### src/rtl/gpio_bank_pkg.sv
package gpio_bank_pkg;
  typedef enum logic [2:0] {
    GRP_NONE = 3'd0,
    GRP_CFG  = 3'd1,
    GRP_LVL  = 3'd2,
    GRP_DIR  = 3'd3,
    GRP_SET  = 3'd4,
    GRP_CLR  = 3'd5,
    GRP_BYP  = 3'd6
  } grp_e;

  localparam int unsigned NUM_GRP = 5;
  // word offsets of LVL, DIR, SET, CLR, BYP (same order as grp_e from GRP_LVL)
  localparam int unsigned GRP_BASE_W [NUM_GRP] = '{32'd1, 32'd7, 32'd13, 32'd19, 32'd37};
endpackage

### src/rtl/gpio_sync.sv
module gpio_sync #(
  parameter int unsigned W = 192
) (
  input  logic         clk_i,
  input  logic         rst_ni,
  input  logic [W-1:0] d_i,
  output logic [W-1:0] q_o
);
  logic [W-1:0] s1_q, s2_q;

  always_ff @(posedge clk_i or negedge rst_ni) begin
    if (!rst_ni) begin
      s1_q <= '0;
      s2_q <= '0;
    end else begin
      s1_q <= d_i;
      s2_q <= s1_q;
    end
  end

  assign q_o = s2_q;

  a_r2_two_stage: assert property (@(posedge clk_i) disable iff (!rst_ni)
    s2_q == $past(s1_q));
endmodule

### src/rtl/gpio_addr_decode.sv
module gpio_addr_decode
  import gpio_bank_pkg::*;
#(
  parameter int unsigned ADDR_W    = 12,
  parameter int unsigned NUM_BANKS = 6,
  localparam int unsigned BIDX_W   = (NUM_BANKS > 1) ? $clog2(NUM_BANKS) : 1
) (
  input  logic [ADDR_W-1:0] addr_i,
  output grp_e              grp_o,
  output logic [BIDX_W-1:0] bank_o
);
  localparam int unsigned WA_W = ADDR_W - 2;

  logic [WA_W-1:0] wa;
  assign wa = addr_i[ADDR_W-1:2];

  always_comb begin
    grp_o  = GRP_NONE;
    bank_o = '0;
    if (addr_i[1:0] == 2'b00) begin
      if (wa == '0) grp_o = GRP_CFG;
      for (int g = 0; g < NUM_GRP; g++) begin
        if (32'(wa) >= GRP_BASE_W[g] && 32'(wa) < GRP_BASE_W[g] + NUM_BANKS) begin
          grp_o  = grp_e'(3'(g + 2));
          bank_o = BIDX_W'(32'(wa) - GRP_BASE_W[g]);
        end
      end
    end
  end
endmodule

### src/rtl/gpio_bank_slice.sv
module gpio_bank_slice #(
  parameter int unsigned BANK_W = 32
) (
  input  logic              clk_i,
  input  logic              rst_ni,
  input  logic              wr_dir_i,
  input  logic              wr_set_i,
  input  logic              wr_clr_i,
  input  logic              wr_byp_i,
  input  logic [BANK_W-1:0] wdata_i,
  output logic [BANK_W-1:0] dir_o,
  output logic [BANK_W-1:0] out_o,
  output logic [BANK_W-1:0] byp_o
);
  logic [BANK_W-1:0] dir_q, out_q, byp_q;
  logic [BANK_W-1:0] set_m, clr_m;

  assign set_m = wr_set_i ? wdata_i : '0;
  assign clr_m = wr_clr_i ? wdata_i : '0;

  always_ff @(posedge clk_i or negedge rst_ni) begin
    if (!rst_ni) begin
      dir_q <= '0;
      out_q <= '0;
      byp_q <= '0;
    end else begin
      if (wr_dir_i) dir_q <= wdata_i;
      if (wr_byp_i) byp_q <= wdata_i;
      out_q <= (out_q | set_m) & ~clr_m;
    end
  end

  assign dir_o = dir_q;
  assign out_o = out_q;
  assign byp_o = byp_q;

  a_r4_set_raises: assert property (@(posedge clk_i) disable iff (!rst_ni)
    wr_set_i |=> out_q == ($past(out_q) | $past(wdata_i)));

  a_r5_clr_lowers: assert property (@(posedge clk_i) disable iff (!rst_ni)
    wr_clr_i |=> out_q == ($past(out_q) & ~$past(wdata_i)));

  a_r9_idle_holds: assert property (@(posedge clk_i) disable iff (!rst_ni)
    !(wr_dir_i || wr_set_i || wr_clr_i || wr_byp_i)
      |=> ($stable(out_q) && $stable(dir_q) && $stable(byp_q)));
endmodule

### src/rtl/gpio_bank_regs.sv
module gpio_bank_regs
  import gpio_bank_pkg::*;
#(
  parameter int unsigned ADDR_W    = 12,
  parameter int unsigned NUM_BANKS = 6,
  parameter int unsigned BANK_W    = 32,
  localparam int unsigned N_PINS   = NUM_BANKS * BANK_W
) (
  input  logic              clk_i,
  input  logic              rst_ni,
  input  logic [ADDR_W-1:0] addr_i,
  input  logic              we_i,
  input  logic [BANK_W-1:0] wdata_i,
  output logic [BANK_W-1:0] rdata_o,
  input  logic [N_PINS-1:0] pin_i,
  output logic [N_PINS-1:0] pin_o,
  output logic [N_PINS-1:0] pin_oe_o,
  output logic [N_PINS-1:0] filt_byp_o
);
  localparam int unsigned BIDX_W = (NUM_BANKS > 1) ? $clog2(NUM_BANKS) : 1;

  grp_e              grp;
  logic [BIDX_W-1:0] bank;
  logic [N_PINS-1:0] pin_s;
  logic [BANK_W-1:0] cfg_q, rd_mux, rdata_q;
  logic [BANK_W-1:0] dir_w [NUM_BANKS];
  logic [BANK_W-1:0] out_w [NUM_BANKS];
  logic [BANK_W-1:0] byp_w [NUM_BANKS];
  logic [NUM_BANKS-1:0] wr_any;

  gpio_addr_decode #(.ADDR_W(ADDR_W), .NUM_BANKS(NUM_BANKS)) u_dec (
    .addr_i (addr_i),
    .grp_o  (grp),
    .bank_o (bank)
  );

  gpio_sync #(.W(N_PINS)) u_sync (
    .clk_i  (clk_i),
    .rst_ni (rst_ni),
    .d_i    (pin_i),
    .q_o    (pin_s)
  );

  for (genvar b = 0; b < NUM_BANKS; b++) begin : g_bank
    logic hit;
    assign hit = we_i && (32'(bank) == b);
    assign wr_any[b] = hit && (grp inside {GRP_DIR, GRP_SET, GRP_CLR, GRP_BYP});

    gpio_bank_slice #(.BANK_W(BANK_W)) u_slice (
      .clk_i    (clk_i),
      .rst_ni   (rst_ni),
      .wr_dir_i (hit && grp == GRP_DIR),
      .wr_set_i (hit && grp == GRP_SET),
      .wr_clr_i (hit && grp == GRP_CLR),
      .wr_byp_i (hit && grp == GRP_BYP),
      .wdata_i  (wdata_i),
      .dir_o    (dir_w[b]),
      .out_o    (out_w[b]),
      .byp_o    (byp_w[b])
    );

    assign pin_oe_o[b*BANK_W +: BANK_W]   = dir_w[b];
    assign pin_o[b*BANK_W +: BANK_W]      = out_w[b];
    assign filt_byp_o[b*BANK_W +: BANK_W] = byp_w[b];
  end

  always_comb begin
    rd_mux = '0;
    unique case (grp)
      GRP_CFG: rd_mux = cfg_q;
      GRP_LVL: rd_mux = pin_s[32'(bank)*BANK_W +: BANK_W];
      GRP_DIR: rd_mux = dir_w[bank];
      GRP_BYP: rd_mux = byp_w[bank];
      default: rd_mux = '0;
    endcase
  end

  always_ff @(posedge clk_i or negedge rst_ni) begin
    if (!rst_ni) begin
      cfg_q   <= '0;
      rdata_q <= '0;
    end else begin
      if (we_i && grp == GRP_CFG) cfg_q <= wdata_i;
      rdata_q <= rd_mux;
    end
  end

  assign rdata_o = rdata_q;

  a_r7_wo_reads_zero: assert property (@(posedge clk_i) disable iff (!rst_ni)
    (grp inside {GRP_SET, GRP_CLR, GRP_NONE}) |=> rdata_o == '0);

  a_r9_one_bank: assert property (@(posedge clk_i) disable iff (!rst_ni)
    $onehot0(wr_any));

  a_r8_cfg_hold: assert property (@(posedge clk_i) disable iff (!rst_ni)
    !(we_i && grp == GRP_CFG) |=> $stable(cfg_q));

  a_r1_reset_clear: assert property (@(posedge clk_i)
    !rst_ni |-> (pin_o == '0 && pin_oe_o == '0 && filt_byp_o == '0 && rdata_o == '0));
endmodule

### config.mk
export PLATFORM = sky130hd
export DESIGN_NAME = gpio_bank_regs
export DESIGN_NICKNAME = d
export VERILOG_FILES = /design/src/rtl/gpio_bank_pkg.sv /design/src/rtl/gpio_sync.sv /design/src/rtl/gpio_addr_decode.sv /design/src/rtl/gpio_bank_slice.sv /design/src/rtl/gpio_bank_regs.sv
export SDC_FILE = /design/constraint.sdc
export NUM_CORES = 1
export LEC_CHECK = 0
export BUFFER_PORTS_ARGS = -buffer_cell sky130_fd_sc_hd__buf_2
export CAP_MARGIN = 20
export CELL_PAD_IN_SITES_DETAIL_PLACEMENT = 0
export CELL_PAD_IN_SITES_GLOBAL_PLACEMENT = 2
export CORE_MARGIN = 2
export CORE_UTILIZATION = 35
export DETAILED_ROUTE_END_ITERATION = 10
export PLACE_DENSITY = 0.86
export SLEW_MARGIN = 10
export SYNTH_ARGS = -nofsm -noshare
export SYNTH_HDL_FRONTEND = slang
export SYNTH_SLANG_ARGS = --single-unit
### constraint.sdc
create_clock -name clk_i -period 1.6 [get_ports clk_i]
set_input_delay 0.24 -clock clk_i [delete_from_list [all_inputs] [get_ports clk_i]]
set_output_delay 0.24 -clock clk_i [all_outputs]
set_load 0.05 [all_outputs]
==> implementation parameters <==
Parameter                              Value

Power
  Power density normalized to cell area ... approximately 960 mW/mm^2
  Maximum vdd drop ... a little over 0.9 mV
  Leakage power of the design ... between 20 and 30 nW

Yosys
  Biggest area contributors in the synthesized netlist ... sky130_fd_sc_hd__dfrtp_1 67%, sky130_fd_sc_hd__mux2_2 11%, sky130_fd_sc_hd__a21oi_1 5.4%, sky130_fd_sc_hd__mux2_1 2.8%, sky130_fd_sc_hd__a221oi_1 1.2%
  Adder and majority cell fraction of the synthesized area ... 0.00130
  Dominant combinational cell family by area after synthesis ... multiplexers
  Total number of yosys warnings ... 0
  Fraction of registers with async set or reset after synthesis ... 1.00
  Count of cell types in the netlist ... 77
  Most frequently used cell type in the post-synthesis netlist ... sky130_fd_sc_hd__dfrtp_1
  Proportion of synthesized chip area in sequential cells ... 0.667
  Simple-gate share of the synthesized area ... 0.0423
  Post-synthesis average cell area ... roughly 14 sq um
  Commonest cells in the netlist ... 1024 x sky130_fd_sc_hd__dfrtp_1, 412 x sky130_fd_sc_hd__a21oi_1, 376 x sky130_fd_sc_hd__mux2_2, 124 x sky130_fd_sc_hd__clkbuf_1, 99 x sky130_fd_sc_hd__nand2_1
  Syn_nets ... about 3.0k
  Number of enable flip-flop cells after synthesis ... 0
  Mux contribution to synthesized area ... 0.147
  Post-synthesis cell count ... ~2.8k
  Share of the synthesized area in compound gates (AO/OA/AOI/OAI) ... 0.114
  Number of synthesized register bits ... slightly above 1k
  Main synth FF type ... sky130_fd_sc_hd__dfrtp_1
  Cell type with the largest total area after synthesis ... sky130_fd_sc_hd__dfrtp_1
  Post-synth design cell area ... approximately 0.038 sq mm
  Top-area cell type share of the netlist area ... 0.667
  Xor and xnor fraction of the mapped netlist area ... 0.000228

Clock tree
  Root cell of the clock tree ... sky130_fd_sc_hd__clkbuf_16
  Total CTS buffers ... between 100 and 150
  Deepest level of the CTS H-tree ... 3
  Clock latency at the later pin of the worst-skew pair ... 0.71 ns
  Clock Sink Count ... roughly 1.0k
  CTS Buffer Depth ... 3
  Clock tree from TritonCTS ... done
  Post-CTS clock slew at the launch and capture registers of the worst setup and hold paths ... 0.06 ns

Placement
  Setup slack at placement ... -1.91 ns
  Final weighted congestion of routability-driven global placement ... 0.888
  Half-perimeter wire length after placement ... between 100000 and 150000 um
  Number of buffers inserted by port buffering ... 846

Critical path
  Critical Path, Cell by Cell ... buf_12 > ha_4 > buf_8 > buf_6 > nand2_2 > o32ai_2 > o311a_1 > a21oi_2 > buf_12 > a31oi_4 > buf_12 > buf_12 > buf_4 > buf_4 > nor2_1 > nor3_1 > buf_4 > a2111o_1
  Max incr delay on CP ... roughly 0.4 ns
  Crit path arrival time ... roughly 3 ns
  Critical Path RT ... around 2.2 ns
  Slowest cell on the critical path ... sky130_fd_sc_hd__o311a_1
  Kind of critical path ... input port to register
  Most frequent cell on the critical path ... sky130_fd_sc_hd__buf_12
  Kind of start point of the critical path ... input port
  Worst Setup End Kind ... register
  Crit Path Max Fanout ... 8

Detailed routing
  Average detailed-routed wire length per instance ... between 30 and 40 um
  Iteration-0 DRC Markers ... ~2.8k
  Via count of the routed design ... between 30k and 40k
  Post-route ant nets ... 0
  Overall routed net length ... 186000 um
  DRC ... 0
  1st-pass router iterations ... 5
  Via count normalized by instance count ... about 5.6

Die
  Standard-cell rows ... between 100 and 150
  Top-level I/O count ... 847
  Placeable core area ... between 0.1 and 0.15 sq mm
  Vertical die dimension ... ~340 um
  Die Span X ... between 300 and 400 um
  Total Die Area ... approximately 0.11 sq mm
  Starting density of the core ... 0.353

Finish
  Layout-stage area growth over the synthesis result ... 54.6%
  Final #Nets ... approximately 4.5k
  Share of cells above drive strength 1 ... 0.553
  Core Util, Final ... 0.546

STA
  Number of failing setup endpoints in the final timing report ... around 1.1k
  Slew at the pin closest to its max-slew limit ... slightly below 1 ns
  Fmax ... slightly above 0.4 GHz
  Max_slew headroom ... 0.359
  Largest clock skew in the final design ... about 0.023 ns
  Fin Hold WS ... about 0.087 ns
  Unrepaired setup endpoints after global routing ... true
  Setup slack of the critical path after layout ... -0.851 ns
  Min Tclk post-route ... ~2.5 ns
  Post-route clock period utilization ... 1.53
  Final-report max-slew violation count ... 0
  Hold violation total from the final report ... 0

Worst hold path
  Class of the worst hold path ... input port to register

Run status
  Status ... finished, violations left
  Failing checks ... negative setup slack

Job
  Max capacitance violation total ... 0

GRT
  Largest net degree at the start of global routing ... 120
  Global router's overall resource usage ... 0.309
  Wire length of the first global-routing pass ... about 240000 um
  Number of global-route vias before repair ... about 32k
  Global route overflow ... 0
  Initial antenna violation count ... 2
## layout by cell type, fill, tap and decap left out, types with 39 or more instances in the layout
cell	netlist	routed
sky130_fd_sc_hd__dfrtp_1	1024	1024
sky130_fd_sc_hd__buf_2	92	842
sky130_fd_sc_hd__buf_4	9	270
sky130_fd_sc_hd__a21oi_1	412	231
sky130_fd_sc_hd__mux2_2	376	228
sky130_fd_sc_hd__mux2_4	0	212
sky130_fd_sc_hd__dlygate4sd3_1	0	200
sky130_fd_sc_hd__buf_12	0	131
sky130_fd_sc_hd__a21oi_2	1	128
sky130_fd_sc_hd__clkbuf_16	0	127
sky130_fd_sc_hd__nand2_1	99	92
sky130_fd_sc_hd__buf_6	5	77
sky130_fd_sc_hd__nor2_1	73	56
sky130_fd_sc_hd__a21oi_4	0	54
sky130_fd_sc_hd__o22ai_1	55	39
## logic make-up (layout without fill, tap and decap cells)
| kind of cell | Yosys count | after routing |
|---|---|---|
| and+or+nand+nor | 318 | 319 |
| DFF | 1024 | 1024 |
| buffers and inverters | 244 | 1781 |
| muxes | 503 | 503 |
| adders and majority gates | 4 | 4 |
| AOI/OAI and AO/OA | 697 | 697 |
| xor gates and xnor gates | 1 | 1 |
| other | 0 | 3 |
## routing by layer
| metal | GRT usage | share of wire | vias to the layer above |
|---|---|---|---|
| li1 | - | - | 13100 |
| met1 | 0.395 | 0.40 | 16800 |
| met3 | 0.0663 | 0.083 | 477 |
| met2 | 0.500 | 0.46 | 1695 |
| met4 | 0.146 | 0.058 | 2 |
| met5 | 0 | 0.000075 | - |
## where the power goes
group | internal, mW | total (mW) | switching [mW]
Clock | 16.2 | 27.3 | 11.1
Sequential | 26.5 | 26.7 | 0.252
Combinational | 1.15 | 3.14 | 1.99
## area by class of cell
cell class | count | area, sq um
Fill cell | 8833 | 49500
Timing Repair Buffer | 1567 | 12800
Tap cell | 1414 | 1770
Multi-Input combinational cell | 1524 | 15200
Clock buffer | 147 | 3050
Inverter | 10 | 50.0
Clock inverter | 57 | 828
Antenna cell | 3 | 7.51
Sequential cell | 1024 | 25600
## repair_timing
action / CTS / global route
hold endpoints to repair: 1252 / 0
gates resized for setup: 348 / 460
hold buffers: 200 / 0
setup endpoints to repair: 1192 / 1165
pin swaps: 81 / 177
buffers inserted: 81 / 49
cloned: 20 / 24
## registers in the layout (all words and copies together) (netlist names)
| signal | cells |
|---|---|
| g_bank.u_slice.out_o | 192 |
| u_sync.s1_q | 192 |
| rdata_o | 32 |
| cfg_q | 32 |
| u_sync.q_o | 192 |
| g_bank.u_slice.dir_o | 192 |
| g_bank.u_slice.byp_o | 192 |
## worst paths after layout
path | startpoint | endpoint | slack, ns | depth (start not counted)
worst max-delay path | addr_i[2] | rdata_o[4] | -0.85 | 18
worst min-delay path | wdata_i[21] | g_bank[4].u_slice.out_o[21] | 0.09 | 2
worst max register to register | u_sync.q_o[173] | rdata_o[13] | -0.06 | 6
worst min register to register | u_sync.s1_q[126] | u_sync.q_o[126] | 0.33 | 0
max in group asynchronous | rst_ni | u_sync.q_o[51] | 0.68 | 3
min in group asynchronous | rst_ni | u_sync.q_o[32] | 0.23 | 3
## per-stage QoR
step	power, mW	TNS [ns]	cell area (sq um)	std cells
detailed placement	29.6	-1040.57	47900	5194
global route	58.7	-503.57	59400	5744
finish	57.1	-454.98	59400	5746
floorplan	27.8	-694.51	38900	2791
CTS	57.1	-426.75	56600	5684
global placement	29.5	-1029.45	47900	5194
## worst max-delay path: cells and delay by family
family	cells	cell delay, ns
compound gates	5	1.10
buf+inv	9	1.27
fa+ha+maj	1	0.16
simple gates	3	0.23
(Power assumes the default switching activity.)
